$ cat config.mk
export PLATFORM = sky130hd
export DESIGN_NAME = ilv_dpwm
export DESIGN_NICKNAME = d
export VERILOG_FILES = /design/src/rtl/ilv_dpwm.sv
export SDC_FILE = /design/constraint.sdc
export NUM_CORES = 1
export LEC_CHECK = 0
export ABC_AREA = 0
export BUFFER_PORTS_ARGS = -buffer_cell sky130_fd_sc_hd__buf_2
export CAP_MARGIN = 0
export CORE_MARGIN = 2
export CORE_UTILIZATION = 60
export CTS_CLUSTER_SIZE = 16
export DETAILED_ROUTE_END_ITERATION = 8
export PLACE_DENSITY = 0.79
export SLEW_MARGIN = 20
export SYNTH_ARGS = -nofsm -noshare
export SYNTH_HDL_FRONTEND = slang
export SYNTH_SLANG_ARGS = --single-unit
$ cat constraint.sdc
create_clock -name clk -period 2.7 [get_ports clk]
set_input_delay 0.135 -clock clk [delete_from_list [all_inputs] [get_ports clk]]
set_output_delay 0.135 -clock clk [all_outputs]
set_load 0.01 [all_outputs]
$ cat src/rtl/ilv_dpwm.sv
module ilv_dpwm #(
  parameter int PERIOD = 1667,
  parameter int SHIFT  = 208,
  parameter int DW     = 11
) (
  input  logic          clk,
  input  logic          rst_n,
  input  logic          en,
  input  logic [DW-1:0] duty,
  output logic          gate_main,
  output logic          gate_aux
);
  localparam int CW = $clog2(PERIOD);
  localparam int XW = (DW > CW) ? DW : CW;
  localparam logic [CW-1:0] LAST    = CW'(PERIOD - 1);
  localparam logic [CW-1:0] A_START = CW'(PERIOD - SHIFT);

  logic [CW-1:0] ramp_m, ramp_a;
  logic [DW-1:0] duty_m, duty_a;
  logic m_wrap, a_wrap, m_on, a_on;

  assign m_wrap = (ramp_m == LAST);
  assign a_wrap = (ramp_a == LAST);
  assign m_on   = XW'(ramp_m) < XW'(duty_m);
  assign a_on   = XW'(ramp_a) < XW'(duty_a);

  always_ff @(posedge clk or negedge rst_n) begin
    if (!rst_n) begin
      ramp_m    <= '0;
      ramp_a    <= A_START;
      duty_m    <= '0;
      duty_a    <= '0;
      gate_main <= 1'b0;
      gate_aux  <= 1'b0;
    end else if (!en) begin
      ramp_m    <= '0;
      ramp_a    <= A_START;
      duty_m    <= duty;
      duty_a    <= '0;
      gate_main <= 1'b0;
      gate_aux  <= 1'b0;
    end else begin
      ramp_m    <= m_wrap ? '0 : ramp_m + 1'b1;
      ramp_a    <= a_wrap ? '0 : ramp_a + 1'b1;
      if (m_wrap) duty_m <= duty;
      if (a_wrap) duty_a <= duty;
      gate_main <= m_on;
      gate_aux  <= a_on;
    end
  end
endmodule

==> results of run 1 <==
flip-flops by register name (all words and copies together) (netlist names):
| signal | count |
|---|---|
| ramp_m | 11 |
| gate_aux | 1 |
| duty_m | 11 |
| gate_main | 1 |
| duty_a | 11 |
| ramp_a | 11 |
worst reg2reg max path: stages, from the launching register on:
cell and delay, ns:
dfrtp_1 0.47, or4b_4 0.55, o41ai_4 0.26, buf_4 0.23, mux2_2 0.35
cell type report:
class	count	area, sq um	share of cell area [%]
multi-input combinational	181	1330	46.4
sequential	46	1160	40.5
timing repair buffer	21	125	4.37
inverter	25	93.8	3.28
clock buffer	7	86.3	3.02
tap	52	65.1	2.27
clock inverter	1	5.00	0.175
worst max path at each step:
| stage | cells past startpoint | end | slack, ns |
|---|---|---|---|
| floorplan | 4 | duty_m[2]$_DFFE_PN0P_ | 0.80 |
| global placement | 4 | duty_m[2]$_DFFE_PN0P_ | 0.78 |
| detailed placement | 4 | duty_m[2]$_DFFE_PN0P_ | 0.74 |
| CTS | 4 | duty_m[2]$_DFFE_PN0P_ | 0.72 |
| global route | 4 | duty_a[1]$_DFFE_PN0P_ | 0.58 |
| finish | 4 | duty_m[5]$_DFFE_PN0P_ | 0.73 |
cells in the mapped netlist, types with 3 or more instances:
cell	n	area (sq um)
dfrtp_1	39	976
nand2_1	36	135
inv_1	25	93.8
ha_1	24	300
o21ai_0	15	75.1
a21oi_1	12	60.1
mux2_2	11	124
mux2i_1	11	110
nand3_1	10	50.1
dfstp_2	7	184
nor2_1	5	18.8
nor3_1	5	25.0
o31ai_1	5	37.5
or4_1	5	37.5
a211oi_1	4	30.0
clkbuf_1	4	15.0
nand4_1	4	25.0
nor2b_1	4	25.0
or3_1	4	25.0
and4_1	3	26.3
nor4_1	3	18.8
xnor2_1	3	26.3
xor2_1	3	26.3
routing by layer:
layer  GRT usage [%]  up-vias  part of all wire (%)
li1                -      964                     -
met1            32.1      929                    49
met2            34.9       33                    46
met3            4.62        7                   3.4
met4            7.48        0                   1.4
met5               0        -                     0
power breakdown:
part | switching [mW] | internal [mW] | leakage, nW | total (mW)
clock | 0.228 | 0.207 | 0.0482 | 0.435
sequential | 0.0314 | 0.721 | 0.587 | 0.753
combinational | 0.0882 | 0.0715 | 0.636 | 0.160
total | 0.348 | 0.999 | 1.27 | 1.35
cell families (layout without fill, tap and decap cells):
family | Yosys count | in the layout | synth area share (%)
mux | 22 | 22 | 8.91
xor+xnor | 6 | 6 | 2.00
flops | 46 | 46 | 44.2
compound gates | 41 | 41 | 10.2
fa+ha+maj | 24 | 24 | 11.4
buf+inv | 32 | 54 | 5.29
simple gates | 88 | 88 | 18.0
==> flow_summary.ini, run 1 <==
[timing]
drv_slew = 0
hold-worst-slack_ns = 0.0862
skew_ns = 0.00545
setup_viol = 0
slew_headroom_pct = 61.0
period_share_pct = 72.8
rsz0062_at_grt = false
hold_viol = 0
max_freq_ghz = 0.509
min_period_ns = 1.97
tns_ns = 0
tightestPinTransition_ns = 0.585
setup_slack_ns = 0.734

[placement]
portBuffers = 15
place.gp.congestion = 0.804
preCtsSetupSlack_ns = 0.737
place_hpwl_microns = 3600
placed_area_sq_um = 2760
placed_cells = 324

[setup_path]
cp_slowest_cell = or4b_4
crit_fanout = 8
ff2ff_path_depth = 4
critPathLaunch = ramp_m[6]$_DFF_PN0_
endpoint_kind = flop
path_class = flop to flop
required_ns = 2.89
worstReg2RegEnd = duty_m[5]$_DFFE_PN0P_
worstPathArrival_ns = 2.15
crit_buf_inv = 1
cp-start-kind = flop
rrSetupSlack_ns = 0.73
cp_cell_sequence = or4b_4, o41ai_4, buf_4, mux2_2
cp_slowest_stage_delay_ns = 0.55
r2r_start = ramp_m[6]$_DFF_PN0_
path_delay_family = simple AND/OR/NAND/NOR gates

[synth]
syn_inst = 259
ys.flop_type = dfrtp_1
async_flop_share_pct = 100
yosysSeqAreaShare_pct = 44.2
yosysWarnings = 0
synth_edf_count = 0
avgSynthCellArea_sq_um = 10.1
synth-seq-cells = 46
mappedNetlistArea_sq_um = 2630
synth_cell_types = 37
syn_nets = 297

[die]
start_util_pct = 61.2
fp.coreArea_sq_um = 4290
row_count = 24
pin_count = 16
die-area_sq_um = 4920
die_y_microns = 70.2
die_x_microns = 70.2

[min_path]
min_from = duty[10]
worstHoldPathType = input pin to flop
hold_depth = 2
min_to = duty_m[10]$_DFFE_PN0P_

[clocking]
ctsRootBufferMaster = clkbuf_8
cts_tree = yes
holdBufCountCts = 0
cts.path.max_buffers = 2
clock_sinks = 46
htreeDepth = 2
clk_pin_slew_ns = 0.08
cts_buffers = 5
clk_latency_ns = 0.30
ctsResizeCount = 0
cts_setup_buffers = 0

[detailed_routing]
viasPerCell = 5.80
num_vias = 1933
wl_microns = 4980
drc_errors = 0
drtAntennaViolNets = 0
wl_per_cell_microns = 15.0
firstDrtPassIters = 4
drt_iter0_drc = 91

[final_layout]
area_delta_synth_final_pct = 9.00
final_util_pct = 66.7
diodes = 0
final_area_sq_um = 2860
drive_above_1_share_pct = 17.4
layout_common_cells = dfrtp_1, nand2_1, inv_1
final_common_cell = dfrtp_1
fin_nets = 318
fin_cells = 333
nFillCells = 357

[grt]
grt_pass1_vias = 1849
grt_antenna_before_repair = 0
grt_max_degree = 47
gr-total-overflow = 0
grt_pass1_wl_microns = 8740
grt_usage_pct = 22.6

[pwr]
peakVddDrop_v = 0.000249
power_mw = 1.35
power_density_nw_per_um2 = 471
power.leakage_nw = 1.27

[run_status]
status = finished clean

[job]
max_cap_violations = 0
Note: power is estimated with default switching activity, not from simulation.
==> inputs of run 2 (changes only) <==
==> constraint.sdc (replaced) <==
create_clock -name clk -period 1.9 [get_ports clk]
set_input_delay 0.095 -clock clk [delete_from_list [all_inputs] [get_ports clk]]
set_output_delay 0.095 -clock clk [all_outputs]
set_load 0.01 [all_outputs]
==> flow_summary.ini, run 2 (synthesis gave the netlist of run 1 again) <==
[final_layout]
final_common_cell = dfrtp_1
fin_cells = 348
layout_common_cells = dfrtp_1, nand2_1, inv_1
area_delta_synth_final_pct = 14.1
fin_nets = 333
diodes = 0
nFillCells = 337
final_area_sq_um = 3000
drive_above_1_share_pct = 21.6

[grt]
grt_usage_pct = 23.2
gr-total-overflow = 0
grt_pass1_vias = 1981
grt_pass1_wl_microns = 9030
grt_antenna_before_repair = 0
grt_max_degree = 19

[placement]
placed_area_sq_um = 2850
place.gp.congestion = 0.806
placed_cells = 334
place_hpwl_microns = 3890
preCtsSetupSlack_ns = 0.00684
portBuffers = 15

[timing]
max_freq_ghz = 0.514
skew_ns = 0.00774
period_share_pct = 102
hold_viol = 0
rsz0062_at_grt = true
hold-worst-slack_ns = 0.0469
tightestPinTransition_ns = 0.408
slew_headroom_pct = 72.5
setup_viol = 11
drv_slew = 0
min_period_ns = 1.95
setup_slack_ns = -0.0464

[detailed_routing]
drc_errors = 0
drtAntennaViolNets = 0
wl_per_cell_microns = 15.4
firstDrtPassIters = 4
viasPerCell = 5.83
wl_microns = 5370
drt_iter0_drc = 93
num_vias = 2030

[clocking]
cts_buffers = 5
htreeDepth = 2
cts.path.max_buffers = 2
clk_latency_ns = 0.30
cts_tree = yes
ctsRootBufferMaster = clkbuf_8
clock_sinks = 46
clk_pin_slew_ns = 0.08

[die]
die-area_sq_um = 4920
pin_count = 16
die_y_microns = 70.2
die_x_microns = 70.2
row_count = 24
start_util_pct = 61.2
fp.coreArea_sq_um = 4290

[min_path]
hold_depth = 2
worstHoldPathType = input pin to flop

[pwr]
peakVddDrop_v = 0.000515
power.leakage_nw = 1.36
power_mw = 1.90
power_density_nw_per_um2 = 633

[job]
max_cap_violations = 0

[setup_path]
endpoint_kind = flop
rrSetupSlack_ns = -0.05
worstPathArrival_ns = 2.13
path_class = flop to flop
cp-start-kind = flop
crit_fanout = 5
required_ns = 2.08
ff2ff_path_depth = 5

[run_status]
status = finished with violations
violations = setup timing
run 2: cell type report:
| cell class | instances | area, sq um | area share (%) |
|---|---|---|---|
| inverter | 25 | 93.8 | 3.13 |
| tap | 52 | 65.1 | 2.17 |
| clock buffer | 6 | 72.6 | 2.42 |
| timing repair buffer | 36 | 265 | 8.85 |
| multi-input combinational | 181 | 1330 | 44.4 |
| clock inverter | 2 | 10.0 | 0.334 |
| sequential | 46 | 1160 | 38.7 |
run 2: critical path, cell delays in order, from the launching register on:
cell and delay (ns):
dfrtp_1 0.40, or4b_4 0.56, o41ai_4 0.24, buf_4 0.17, clkbuf_16 0.14, mux2_2 0.33
run 2: worst paths after layout:
path                                       start                endpoint
hold / removal                           duty[5]   duty_m[5]$_DFFE_PN0P_
min in group asynchronous                  rst_n     ramp_a[6]$_DFF_PN0_
hold reg to reg            duty_m[0]$_DFFE_PN0P_   duty_m[0]$_DFFE_PN0P_
max in group asynchronous                  rst_n     ramp_a[1]$_DFF_PN1_
setup / recovery             ramp_m[8]$_DFF_PN0_  duty_m[10]$_DFFE_PN0P_
setup reg to reg             ramp_m[8]$_DFF_PN0_  duty_m[10]$_DFFE_PN0P_
run 2: layer usage:
| metal | part of all wire, % | GRT usage, % | up-vias |
|---|---|---|---|
| met3 | 3.8 | 4.47 | 8 |
| met1 | 47 | 31.9 | 975 |
| met4 | 1.3 | 8.33 | 0 |
| li1 | - | - | 991 |
| met5 | 0 | 0 | - |
| met2 | 48 | 36.9 | 56 |
run 2: stage by stage:
stage / setup TNS (ns) / util [%]
6_report: -0.282 / 69.8
3_3_place_gp: 0 / 66.3
5_1_grt: -0.598 / 69.8
3_5_place_dp: 0 / 66.3
2_1_floorplan: 0 / -
4_1_cts: 0 / 69.4
run 2: timing repair:
| item | in CTS | in global routing |
|---|---|---|
| resized for setup | 0 | 1 |
| endpoints found under the setup margin | 7 | 22 |
| cloned | 1 | 1 |
| buffers inserted | 1 | 3 |
| hold endpoints to repair | 12 | 0 |
| hold buffers | 1 | 0 |
run 2: where the power goes:
part           internal (mW)  total [mW]  switching [mW]
Combinational          0.123       0.262           0.139
Clock                  0.255       0.571           0.316
Sequential              1.02        1.06          0.0395
==> inputs of run 3 (changes only) <==
--- a/config.mk
+++ b/config.mk
@@ -13,7 +13,6 @@
 export CTS_CLUSTER_SIZE = 16
 export DETAILED_ROUTE_END_ITERATION = 8
 export PLACE_DENSITY = 0.79
-export SLEW_MARGIN = 20
 export SYNTH_ARGS = -nofsm -noshare
 export SYNTH_HDL_FRONTEND = slang
 export SYNTH_SLANG_ARGS = --single-unit
==> constraint.sdc (replaced) <==
create_clock -name clk -period 1.9 [get_ports clk]
set_input_delay 0.57 -clock clk [delete_from_list [all_inputs] [get_ports clk]]
set_output_delay 0.57 -clock clk [all_outputs]
set_load 0.01 [all_outputs]
==> flow_summary.ini, run 3 (synthesis gave the netlist of run 1 again) <==
[run_status]
status = finished clean

[detailed_routing]
wl_microns = 5140
drt_iter0_drc = 151
viasPerCell = 5.86
drtAntennaViolNets = 0
firstDrtPassIters = 4
drc_errors = 0
num_vias = 2005
wl_per_cell_microns = 15.0

[timing]
min_period_ns = 1.89
setup_viol = 0
tightestPinTransition_ns = 0.528
drv_slew = 0
period_share_pct = 99.4
slew_headroom_pct = 64.8
skew_ns = 0.00918
tns_ns = 0
hold_viol = 0
max_freq_ghz = 0.529
setup_slack_ns = 0.0105
rsz0062_at_grt = true

[clocking]
clk_pin_slew_ns = 0.08
htreeDepth = 2
cts.path.max_buffers = 2
clock_sinks = 46
cts_tree = yes
clk_latency_ns = 0.30
cts_buffers = 5
ctsRootBufferMaster = clkbuf_8
holdBufCountCts = 0

[setup_path]
endpoint_kind = flop
worstReg2RegEnd = duty_m[1]$_DFFE_PN0P_
worstPathArrival_ns = 2.07
crit_fanout = 11
cp-start-kind = flop
path_class = flop to flop
r2r_start = ramp_m[8]$_DFF_PN0_
rrSetupSlack_ns = 0.01
required_ns = 2.08
ff2ff_path_depth = 4

[placement]
placed_cells = 332
place.gp.congestion = 0.804
preCtsSetupSlack_ns = 0.0133
portBuffers = 15
place_hpwl_microns = 3820

[final_layout]
diodes = 0
area_delta_synth_final_pct = 13.4
multiInputGateArea_sq_um = 1330
drive_above_1_share_pct = 20.3
final_common_cell = dfrtp_1
nFillCells = 335
regArea_sq_um = 1160
fin_cells = 342
final_util_pct = 69.4
fin_nets = 327
layout_common_cells = dfrtp_1, nand2_1, inv_1

[grt]
grt_antenna_before_repair = 0
grt_pass1_vias = 1904
gr-total-overflow = 0
grt_pass1_wl_microns = 8790
grt_max_degree = 26
grt_usage_pct = 22.7

[pwr]
power_mw = 1.93
power_density_nw_per_um2 = 646
peakVddDrop_v = 0.000504
power.leakage_nw = 1.34

[die]
fp.coreArea_sq_um = 4290
die_x_microns = 70.2
start_util_pct = 61.2
pin_count = 16
row_count = 24
die_y_microns = 70.2
die-area_sq_um = 4920

[min_path]
worstHoldPathType = input pin to asynchronous set/reset pin

[job]
max_cap_violations = 0
## run 3: per-stage QoR
step / area, sq um / hold WS, ns
finish: 2980 / 0.238
global route: 2980 / 0.284
CTS: 2980 / 0.258
detailed placement: 2840 / 0.493
global placement: 2840 / 0.483
floorplan: 2630 / 0.274
## run 3: area by class of cell
| type | instances | share of cell area [%] |
|---|---|---|
| repair buffers | 30 | 7.98 |
| multi-input cells | 181 | 44.7 |
| clock inverters | 1 | 0.168 |
| flip-flops and latches | 46 | 38.9 |
| clock buffers | 7 | 2.90 |
| inverters | 25 | 3.15 |
| well taps | 52 | 2.18 |
## run 3: repair_timing
| action | in CTS | in global routing |
|---|---|---|
| gates resized for setup | 0 | 1 |
| endpoints found under the setup margin | 2 | 8 |
| setup buffers | 1 | 0 |
| cloned | 1 | 0 |
## run 3: how the worst max path moves through the flow
| stage | start | endpoint | slack, ns | cells past startpoint |
|---|---|---|---|---|
| 4_1_cts | ramp_m[8]$_DFF_PN0_ | duty_m[2]$_DFFE_PN0P_ | 0.006 | 4 |
| 5_1_grt | ramp_m[8]$_DFF_PN0_ | duty_m[0]$_DFFE_PN0P_ | -0.02 | 4 |
| 3_3_place_gp | ramp_m[8]$_DFF_PN0_ | duty_m[1]$_DFFE_PN0P_ | 0.07 | 4 |
| 2_1_floorplan | ramp_m[6]$_DFF_PN0_ | duty_m[2]$_DFFE_PN0P_ | 0.003 | 4 |
| 3_5_place_dp | ramp_m[8]$_DFF_PN0_ | duty_m[2]$_DFFE_PN0P_ | 0.01 | 4 |
| 6_report | ramp_m[8]$_DFF_PN0_ | duty_m[1]$_DFFE_PN0P_ | 0.01 | 4 |
## run 3: worst max-delay path: stages, from the launching register on
cell	delay [ns]
dfrtp_1	0.38
or4b_4	0.54
o41ai_4	0.31
buf_12	0.19
mux2_2	0.33
## run 3: report_power, final
group          leakage (nW)  switching, mW  internal (mW)  total (mW)
clock                0.0482          0.317          0.294       0.611
sequential            0.587         0.0377           1.03        1.06
combinational         0.708          0.132          0.119       0.251
total                  1.34          0.487           1.44        1.93
## run 3: routing by layer
metal,up-vias,global-route usage [%],part of all wire (%)
li1,987,-,-
met1,982,32.3,46
met2,31,36.1,49
met3,5,4.47,3.5
met4,0,5.56,1.0
met5,-,0,0
